$ cat src/rtl/usbtx_pkg.sv
package usbtx_pkg;

  typedef enum logic [1:0] {
    ST_IDLE,
    ST_SYNC,
    ST_DATA,
    ST_EOP
  } tx_state_e;

  // action for the line encoder in the current clock
  typedef enum logic [1:0] {
    LA_NONE,
    LA_BIT,
    LA_SE0,
    LA_J
  } line_act_e;

  localparam int          BYTE_W    = 8;
  localparam logic [7:0]  SYNC_BYTE = 8'h80;
  localparam logic [1:0]  LS_SE0    = 2'b00;
  localparam logic [1:0]  LS_J      = 2'b01;
  localparam logic [1:0]  LS_K      = 2'b10;

endpackage

$ cat src/rtl/usbtx_tick_gen.sv
module usbtx_tick_gen #(
  parameter int BIT_CLKS = 4
) (
  input  logic clk,
  input  logic rst,
  output logic tick_o
);
  localparam int            CW   = (BIT_CLKS > 1) ? $clog2(BIT_CLKS) : 1;
  localparam logic [CW-1:0] LAST = CW'(BIT_CLKS - 1);

  logic [CW-1:0] cnt_q;

  always_ff @(posedge clk) begin
    if (rst || cnt_q == LAST) cnt_q <= '0;
    else                      cnt_q <= cnt_q + 1'b1;
  end

  assign tick_o = (cnt_q == LAST);
endmodule

$ cat src/rtl/usbtx_stuffer.sv
module usbtx_stuffer #(
  parameter int RUN_LEN = 6
) (
  input  logic clk,
  input  logic rst,
  input  logic clr_i,
  input  logic step_i,
  input  logic bit_i,
  output logic stuff_o
);
  localparam int CW = $clog2(RUN_LEN + 1);

  logic [CW-1:0] ones_q;

  assign stuff_o = (ones_q == CW'(RUN_LEN));

  always_ff @(posedge clk) begin
    if (rst || clr_i)  ones_q <= '0;
    else if (step_i) begin
      if (stuff_o)     ones_q <= '0;
      else if (bit_i)  ones_q <= ones_q + 1'b1;
      else             ones_q <= '0;
    end
  end
endmodule

$ cat src/rtl/usbtx_line_enc.sv
module usbtx_line_enc
  import usbtx_pkg::*;
(
  input  logic      clk,
  input  logic      rst,
  input  line_act_e act_i,
  input  logic      bit_i,
  output logic      dp_o,
  output logic      dm_o,
  output logic [1:0] state_o
);
  always_ff @(posedge clk) begin
    if (rst) begin
      dp_o <= 1'b1;
      dm_o <= 1'b0;
    end else begin
      case (act_i)
        LA_BIT: if (!bit_i) begin
          dp_o <= ~dp_o;
          dm_o <= dp_o;
        end
        LA_SE0: begin
          dp_o <= 1'b0;
          dm_o <= 1'b0;
        end
        LA_J: begin
          dp_o <= 1'b1;
          dm_o <= 1'b0;
        end
        default: ;
      endcase
    end
  end

  assign state_o = {dm_o, dp_o};
endmodule

$ cat src/rtl/usb_tx_serializer.sv
module usb_tx_serializer
  import usbtx_pkg::*;
#(
  parameter int BIT_CLKS  = 4,
  parameter int STUFF_RUN = 6,
  parameter int SE0_BITS  = 2
) (
  input  logic       clk,
  input  logic       rst,
  input  logic       tx_valid_i,
  input  logic [7:0] tx_data_i,
  output logic       tx_ready_o,
  output logic       line_dp_o,
  output logic       line_dm_o,
  output logic [1:0] line_state_o
);
  localparam int                BCW      = $clog2(BYTE_W);
  localparam logic [BCW-1:0]    LAST_BIT = BCW'(BYTE_W - 1);
  localparam logic [1:0]        SE0_END  = 2'(SE0_BITS);

  tx_state_e   state_q, state_d;
  logic [7:0]  sh_q, sh_d;
  logic [7:0]  hold_q, hold_d;
  logic        hold_full_q, hold_full_d;
  logic [BCW-1:0] bcnt_q, bcnt_d;
  logic [1:0]  eop_q, eop_d;
  logic        closing_q, closing_d;
  logic        ready_q, ready_d;
  logic        accepting;
  logic        take;
  logic        tick;
  logic        stuff;
  line_act_e   act;
  logic        tx_bit;

  usbtx_tick_gen #(.BIT_CLKS(BIT_CLKS)) u_tick (
    .clk    (clk),
    .rst    (rst),
    .tick_o (tick)
  );

  usbtx_stuffer #(.RUN_LEN(STUFF_RUN)) u_stuff (
    .clk     (clk),
    .rst     (rst),
    .clr_i   (state_q == ST_IDLE),
    .step_i  (act == LA_BIT),
    .bit_i   (tx_bit),
    .stuff_o (stuff)
  );

  usbtx_line_enc u_line (
    .clk     (clk),
    .rst     (rst),
    .act_i   (act),
    .bit_i   (tx_bit),
    .dp_o    (line_dp_o),
    .dm_o    (line_dm_o),
    .state_o (line_state_o)
  );

  assign take = tx_valid_i && ready_q;

  always_comb begin
    state_d     = state_q;
    sh_d        = sh_q;
    hold_d      = hold_q;
    hold_full_d = hold_full_q;
    bcnt_d      = bcnt_q;
    eop_d       = eop_q;
    closing_d   = closing_q;
    act         = LA_NONE;
    tx_bit      = 1'b0;

    if (take) begin
      hold_d      = tx_data_i;
      hold_full_d = 1'b1;
    end

    case (state_q)
      ST_IDLE: begin
        if (tick && hold_full_q) begin
          state_d = ST_SYNC;
          sh_d    = SYNC_BYTE;
          bcnt_d  = '0;
        end
      end
      ST_SYNC, ST_DATA: begin
        if (tick) begin
          act = LA_BIT;
          if (stuff) begin
            tx_bit = 1'b0;
          end else begin
            tx_bit = sh_q[0];
            sh_d   = sh_q >> 1;
            bcnt_d = bcnt_q + 1'b1;
            if (bcnt_q == LAST_BIT) begin
              if (hold_full_q) begin
                sh_d        = hold_q;
                hold_full_d = 1'b0;
                state_d     = ST_DATA;
              end else begin
                state_d = ST_EOP;
                eop_d   = '0;
              end
            end
          end
        end
      end
      ST_EOP: begin
        if (tick) begin
          if (stuff) begin
            act    = LA_BIT;
            tx_bit = 1'b0;
          end else if (eop_q < SE0_END) begin
            act   = LA_SE0;
            eop_d = eop_q + 1'b1;
          end else begin
            act     = LA_J;
            state_d = ST_IDLE;
          end
        end
      end
      default: state_d = ST_IDLE;
    endcase

    // a packet stays closed from the drop of tx_valid until its EOP is out
    if (state_q == ST_EOP && state_d == ST_IDLE)
      closing_d = 1'b0;
    else if ((state_q != ST_IDLE || hold_full_q) && !tx_valid_i)
      closing_d = 1'b1;

    accepting = !closing_d && (state_d != ST_EOP);
    ready_d   = tx_valid_i && accepting && !hold_full_d;
  end

  always_ff @(posedge clk) begin
    if (rst) begin
      state_q     <= ST_IDLE;
      sh_q        <= '0;
      hold_q      <= '0;
      hold_full_q <= 1'b0;
      bcnt_q      <= '0;
      eop_q       <= '0;
      closing_q   <= 1'b0;
      ready_q     <= 1'b0;
    end else begin
      state_q     <= state_d;
      sh_q        <= sh_d;
      hold_q      <= hold_d;
      hold_full_q <= hold_full_d;
      bcnt_q      <= bcnt_d;
      eop_q       <= eop_d;
      closing_q   <= closing_d;
      ready_q     <= ready_d;
    end
  end

  assign tx_ready_o = ready_q;
endmodule

$ cat config.mk
export PLATFORM = sky130hd
export DESIGN_NAME = usb_tx_serializer
export DESIGN_NICKNAME = d
export VERILOG_FILES = /design/src/rtl/usbtx_pkg.sv /design/src/rtl/usbtx_tick_gen.sv /design/src/rtl/usbtx_stuffer.sv /design/src/rtl/usbtx_line_enc.sv /design/src/rtl/usb_tx_serializer.sv
export SDC_FILE = /design/constraint.sdc
export NUM_CORES = 1
export LEC_CHECK = 0
export ABC_AREA = 0
export CORE_MARGIN = 8
export CORE_UTILIZATION = 60
export DETAILED_ROUTE_END_ITERATION = 12
export PLACE_DENSITY = 0.93
export SKIP_CTS_REPAIR_TIMING = 1
export SLEW_MARGIN = 20
export SYNTH_ARGS = -nofsm -noshare
export SYNTH_HDL_FRONTEND = slang
export SYNTH_HIERARCHICAL = 1
export SYNTH_SLANG_ARGS = --single-unit
$ cat constraint.sdc
create_clock -name clk -period 4.2 [get_ports clk]
set_input_delay 0.84 -clock clk [delete_from_list [all_inputs] [get_ports clk]]
set_output_delay 0.84 -clock clk [all_outputs]
set_load 0.02 [all_outputs]
Word-level counts from Yosys, hierarchy flattened:

Index checks and enable logic that the tools add are counted.

* flip-flop bits (word level): 33
* word-level logic and storage cells: 112

* add/sub/neg operators: 4
* order comparisons: 1
* equal/unequal tests: 19
* muxes and demuxes: 49
* bitwise logic cells: 1
* reductions and logical operators: 26

Operator list (number)
* $mux W8: 5
* $mux W2: 16
* $ne A2 B2 Y1 const B: 10
* $mux W1: 16
* $pmux W8 S2: 1
* $mux W3: 5
* $eq A2 B2 Y1 const B: 5
* $pmux W2 S2: 2
* $reduce_and A8 Y1: 1
* $reduce_bool A2 Y1: 4
* $logic_and A1 B1 Y1: 7
* $add A3 B1 Y3 const B: 2
* $eq A3 B3 Y1 const B: 2
* $pmux W2 S3: 1
* $pmux W3 S2: 1
* $add A2 B1 Y2 const B: 2
* $eq A2 B1 Y1 const B: 2
* $logic_not A2 Y1: 2
* $reduce_and A2 Y1: 2
* $reduce_and A4 Y1: 1
* $reduce_or A2 Y1: 2
* $logic_not A1 Y1: 3
* $logic_or A1 B1 Y1: 3
* $pmux W1 S3: 1
* 4 further kinds: 4

Logic depth before layout (Yosys ltp):

Gate-level depths: netlist of the first run.

* depth after elaboration: 12
* depth in mapped cells: 10
* gate-level depth less buffers: 10

Cells and area by module:

Netlist of the first run, hierarchy kept.

Modules (own cells, without submodules)
* usb_tx_serializer: times used 1, cells each 156, area each 1308.8 µm², seq. area each 520.5 µm²
* usbtx_stuffer: times used 1, cells each 16, area each 158.9 µm², seq. area each 60.1 µm²
* usbtx_line_enc: times used 1, cells each 11, area each 110.1 µm², seq. area each 40.0 µm²
* usbtx_tick_gen: times used 1, cells each 5, area each 75.1 µm², seq. area each 40.0 µm²

Worst setup path after synthesis of the first run:

No wires, ideal clock.

* path type: register -> register
* start: register state_q[0]
* end: register u_stuff.ones_q[1]
* library setup time: 0.147 ns
* arrival: 2.060 ns
* slack: 1.992 ns
* cell stages (with the launch flop): 9
* buffers on the path: 1
* path through: dfxtp_1 inv_1 ha_1 clkbuf_1 nor2_1 nor3b_1 a21boi_0 a211o_1 a211oi_2

RTL lines
* start, declared: line usb_tx_serializer.sv:21 `tx_state_e state_q, state_d;`
* start signal, assigned: line usb_tx_serializer.sv:147 `state_q <= state_d;`
* $eq A2 B1 Y1 or $eq A2 B2 Y1 (tied branches): line usb_tx_serializer.sv:79 `case (state_q)`
* $reduce_or A2 Y1: line usb_tx_serializer.sv:79
* $pmux W2 S2 *: line usb_tx_serializer.sv:79
* via act[0]: line usb_tx_serializer.sv:33 `line_act_e act;`
* $eq A2 B1 Y1 *: line usb_tx_serializer.sv:46 `.step_i (act == LA_BIT),`
* end signal, assigned: line usbtx_stuffer.sv:21 `else if (bit_i) ones_q <= ones_q + 1'b1;`
* end, declared: line usbtx_stuffer.sv:13 `logic [CW-1:0] ones_q;`

The timed path passes the listed nets; every way through them passes the cells marked *.
A chain may end at the register's enable or synchronous reset.

Final worst setup path of the first run:

* start: register state_q[0]
* end: register u_stuff.ones_q[2]

Same word-level chain as after synthesis.

==> results.toml, run 1 <==
[clock_tree]
cts_sinks = 33
cts_made_buffers = 5
path_clk_slew_ps = 100
cts_tree = "done"
cts_buffer_depth = 2
clk_latency_ps = 340
htree_levels = 2
cts-root-buf = "clkbuf_4"

[power_and_ir_drop]
ir_drop_uv = 322
comb_power_share_pct = 9.1
clock_power_share_pct = 31.9
power_density_mw_per_mm2 = 308
internal-power_mw = 0.427
power.switching_mw = 0.141
seq_power_share_pct = 59.0
switching_share_pct = 24.8
power.leakage_nw = 0.678

[route]
wire_per_inst_um = 14.7
ant_nets = 0
viasPerCell = 6.09
wirelength_mm = 3.36
vias = 1394
drt_iter0_drc = 118
drc = 0
dr.pass1.iters = 4

[cells_and_area]
final_common_cell = "dfxtp_1"
final-seq-area_um2 = 661
multi_input_area_um2 = 905
nNetsFinal = 216
fill_cells = 204
final_layout_size_suffix_gt1_share_pct = 10.6
most-common-layout-cells = "dfxtp_1, nor2_1, nand2_1, clkdlybuf4s50_1, a21oi_1"
num_antenna_cells = 0
syn_to_final_growth_pct = 11.5
fin_area_mm2 = 0.00184

[sta]
grt_setup_unrepaired = "no"
tightest_slew_ps = 890
clock_skew_ps = 9.67
period_share_pct = 58.7
hold_viol_final = 0
max_freq_mhz = 406
drv_slew = 0
setup_violations = 0
relSlewSlack_pct = 40.6
fin_crit_ps = 2460
fin_setup_tns_ps = 0

[floorplanning]
die_w_um = 68.5
die-area_mm2 = 0.00469
core_mm2 = 0.00269
start_util_pct = 61.5
row_count = 19
dieHeight_um = 68.5
ios = 16

[worst_setup_path]
critPathArrivalTime_ps = 2700
endpoint_kind = "flip-flop"
crit_type = "reg -> reg"
start_kind = "flip-flop"
critPathMaxFanout = 13
required_ps = 4440
rrSetupSlack_ps = 1740

[global_route]
grt_max_degree = 19
grt_use_total_pct = 16.1
grt_pass1_vias = 1390
antenna_found_initial = 0
grt_first_pass_wirelength_mm = 5.75
grt-ovfl-total = 0

[placed_design]
hpwl_mm = 2.38
portBuffers = 15
placed_cell_area_mm2 = 0.00179
place.gp.congestion = 0.860

[yosys]
yosysWarnings = 6
synth_flop_cell = "dfxtp_1"
synth_seq_cells = 33
synthesis.area_mm2 = 0.00165
syn-num-nets = 206
synth.distinct_cells = 46
seq_area_frac_synth_pct = 40.0
syn_inst = 188
avgSynthCellArea_um2 = 8.79
async_flop_share_pct = 0
synth_edf_count = 0

[run_status]
outcome = "finished, final reports clean"

[flow_run]
maxCapViolations = 0

[hold_path]
worstHoldPathType = "reg -> reg"
-- cell usage after synthesis (all sizes together), types with 4 or more instances --
| cell | count | area share (%) |
|---|---|---|
| and2 | 4 | 1.6 |
| mux2 | 7 | 4.8 |
| buf | 6 | 2.1 |
| clkbuf | 7 | 1.6 |
| nor3 | 6 | 2.4 |
| nand3 | 9 | 2.7 |
| nor2 | 21 | 4.8 |
| nand2 | 15 | 3.4 |
| ha | 7 | 5.3 |
| inv | 7 | 1.6 |
| a22oi | 9 | 4.1 |
| dfxtp | 33 | 40 |
| a21oi | 12 | 3.6 |
-- path summary, 6_finish.rpt --
| path | end | depth (start not counted) | start |
|---|---|---|---|
| max | u_stuff/ones_q[2]$_SDFFE_PP0P_ | 8 | state_q[0]$_SDFF_PP0_ |
| max reg2reg | u_stuff/ones_q[2]$_SDFFE_PP0P_ | 8 | state_q[0]$_SDFF_PP0_ |
| min reg2reg | u_tick/cnt_q[0]$_SDFF_PP0_ | 1 | u_tick/cnt_q[0]$_SDFF_PP0_ |
| min | u_tick/cnt_q[0]$_SDFF_PP0_ | 1 | u_tick/cnt_q[0]$_SDFF_PP0_ |
-- state kept, by name, summed over array words and instances (netlist names) --
register,flops
bcnt_q,3
closing_q,1
eop_q,2
hold_full_q,1
hold_q,8
sh_q,8
state_q,2
tx_ready_o,1
u_line/dm_o,1
u_line/dp_o,1
u_stuff/ones_q,3
u_tick/cnt_q,2
-- power groups by stage --
| stage | Clock, mW | Combinational (mW) | Sequential (mW) |
|---|---|---|---|
| 6_report | 0.181 | 0.0517 | 0.335 |
| 4_1_cts | 0.183 | 0.0515 | 0.335 |
| 3_5_place_dp | 0 | 0.0511 | 0.342 |
| 5_1_grt | 0.197 | 0.0577 | 0.337 |
| 3_3_place_gp | 0 | 0.0488 | 0.341 |
| 2_1_floorplan | 0 | 0.0356 | 0.336 |
-- final cells by class --
cell class	instances	share of cell area, %
sequential	33	35.8
multi-input combinational	135	49.1
timing repair buffer	16	8.55
clock buffer	7	2.99
inverter	7	1.43
tap	31	2.10
-- metrics by stage --
step / instances / hold WS [ps] / power, mW / utilization, % / setup WS (ps)
finish: 229 / 458 / 0.568 / 68.6 / 1740
global route: 229 / 472 / 0.592 / 68.6 / 1370
CTS: 229 / 460 / 0.569 / 68.6 / 1730
detailed placement: 222 / 447 / 0.393 / 66.6 / 1670
global placement: 222 / 417 / 0.390 / 66.6 / 1700
floorplan: 188 / 406 / 0.372 / - / 1990
-- metal layers --
layer	global-route usage [%]	part of all wire (%)	vias to the layer above
met5	0	0	-
met4	8.44	1.6	0
met3	6.38	5.0	5
met2	26.9	51	28
met1	17.1	42	676
li1	-	-	685
-- critical path, stage by stage, from the launching register on --
cell and delay [ps]:
dfxtp_1 410, inv_1 70, ha_1 500, nor2_1 90, nor3b_1 300, a21boi_0 630, nand2_1 140, xor2_1 180
nor2_1 60
-- cells by family after synthesis --
family	synth area share, %
buffers and inverters	5.30
flip-flops	40.0
AO/OA/AOI/OAI	17.6
multiplexers	6.59
AND/OR/NAND/NOR	24.2
adder cells (fa/ha/maj)	5.30
XOR/XNOR	1.06
No activity file was read; power rests on OpenSTA's default activity.
==> run 2, diff against run 1 <==
- CORE_UTILIZATION: 60 -> 50
- PLACE_DENSITY: 0.93 -> 0.84
- clock period: 4.2 -> 2.12 ns (I/O delays scaled with it)
==> run 2 against run 1 <==
  * Via count rose by 0.22%
  * Non-clock buffer count grew 10
  * Sequential power up 95%
==> results.toml, run 2 (synthesis results as in run 1) <==
[clock_tree]
htree_levels = 2
cts_made_buffers = 5
path_clk_slew_ps = 110
cts-root-buf = "clkbuf_4"
clk_latency_ps = 350
cts_buffer_depth = 2
cts_sinks = 33
cts_tree = "done"

[placed_design]
hpwl_mm = 2.42
dp_cells = 247
place.gp.congestion = 0.826
portBuffers = 15

[floorplanning]
core_mm2 = 0.00326
row_count = 21
die_w_um = 73.5
die-area_mm2 = 0.00540
start_util_pct = 50.7
ios = 16
dieHeight_um = 73.5

[worst_setup_path]
critical-path-max-stage-delay_ps = 370
endpoint_kind = "flip-flop"
critPathArrivalTime_ps = 2300
path_cells = "inv_1, ha_1, and2_1, nor2b_2, and3_1, a21bo_1, a211o_1, a211oi_2"
crit_type = "reg -> reg"
crit_family = "compound AO/OA/AOI/OAI gates"
crit_path_top_delay_cell = "dfxtp_2"
required_ps = 2390
crit_buf_inv = 1
start_kind = "flip-flop"
critPathMaxFanout = 9

[hold_path]
worstHoldPathType = "reg -> reg"

[cells_and_area]
multi_input_area_um2 = 918
reg.largest.list = "hold_q (8), sh_q (8)"
final_layout_size_suffix_gt1_share_pct = 17.7
fill_cells = 313
fin_cells = 255
num_antenna_cells = 0
syn_to_final_growth_pct = 17.9
final_common_cell = "dfxtp_1"
nNetsFinal = 226
final-seq-area_um2 = 662
most-common-layout-cells = "dfxtp_1, nor2_1, nand2_1, clkdlybuf4s50_1, a21oi_1"

[global_route]
grt_max_degree = 15
antenna_found_initial = 0
grt_pass1_vias = 1390
grt_first_pass_wirelength_mm = 6.20
grt-ovfl-total = 0
grt_use_total_pct = 14.7

[route]
wirelength_mm = 3.54
drt_iter0_drc = 78
drc = 0
wire_per_inst_um = 13.9
vias = 1397
ant_nets = 0
dr.pass1.iters = 4
viasPerCell = 5.48

[power_and_ir_drop]
power_density_mw_per_mm2 = 579
ir_drop_uv = 518
power.leakage_nw = 0.732

[sta]
tightest_slew_ps = 415
setup_violations = 0
clock_skew_ps = 7.43
relSlewSlack_pct = 72.3
hold_viol_final = 0
drv_slew = 0
max_freq_mhz = 494
fin_crit_ps = 2020
whs_ps = 445
period_share_pct = 95.5

[flow_run]
maxCapViolations = 0

[run_status]
outcome = "finished, final reports clean"
==> run 2: per-layer routing <==
metal	wire [um]	vias up	GRT usage, %
met4	61	0	6.43
met3	114	7	5.05
li1	-	707	-
met5	0	-	0
met2	1710	15	24.8
met1	1660	668	16.3
==> run 2: path summary, 6_finish.rpt <==
| path | from | slack, ps | cells after the start | endpoint |
|---|---|---|---|---|
| setup / recovery | u_stuff/ones_q[0]$_SDFFE_PP0P_ | 100 | 8 | u_stuff/ones_q[1]$_SDFFE_PP0P_ |
| hold / removal | u_tick/cnt_q[0]$_SDFF_PP0_ | 450 | 1 | u_tick/cnt_q[0]$_SDFF_PP0_ |
| setup reg to reg | u_stuff/ones_q[0]$_SDFFE_PP0P_ | 100 | 8 | u_stuff/ones_q[1]$_SDFFE_PP0P_ |
| hold reg to reg | u_tick/cnt_q[0]$_SDFF_PP0_ | 450 | 1 | u_tick/cnt_q[0]$_SDFF_PP0_ |
==> run 2: power by group <==
group | internal [mW] | switching (mW)
logic | 0.0593 | 0.0626
registers | 0.640 | 0.0139
clock network | 0.126 | 0.225
total | 0.826 | 0.301
==> run 2: layout make-up <==
| class | instances | area share (%) |
|---|---|---|
| Clock inverter | 2 | 0.514 |
| Timing Repair Buffer | 26 | 11.9 |
| Sequential cell | 33 | 34.0 |
| Inverter | 7 | 1.35 |
| Clock buffer | 6 | 2.12 |
| Tap cell | 46 | 2.95 |
| Multi-Input combinational cell | 135 | 47.1 |
==> run 2: stage by stage <==
step | util (%) | worst slack [ps] | total power, mW | TNS, ps | instance area [um2]
detailed placement | 57.8 | 88.9 | 0.788 | 0 | 1880
floorplan | - | 58.4 | 0.736 | 0 | 1650
finish | 59.8 | 95.0 | 1.13 | 0 | 1950
global placement | 57.8 | 155 | 0.785 | 0 | 1880
global route | 59.8 | -3.81 | 1.18 | -3.81 | 1950
CTS | 59.3 | 44.3 | 1.13 | 0 | 1930
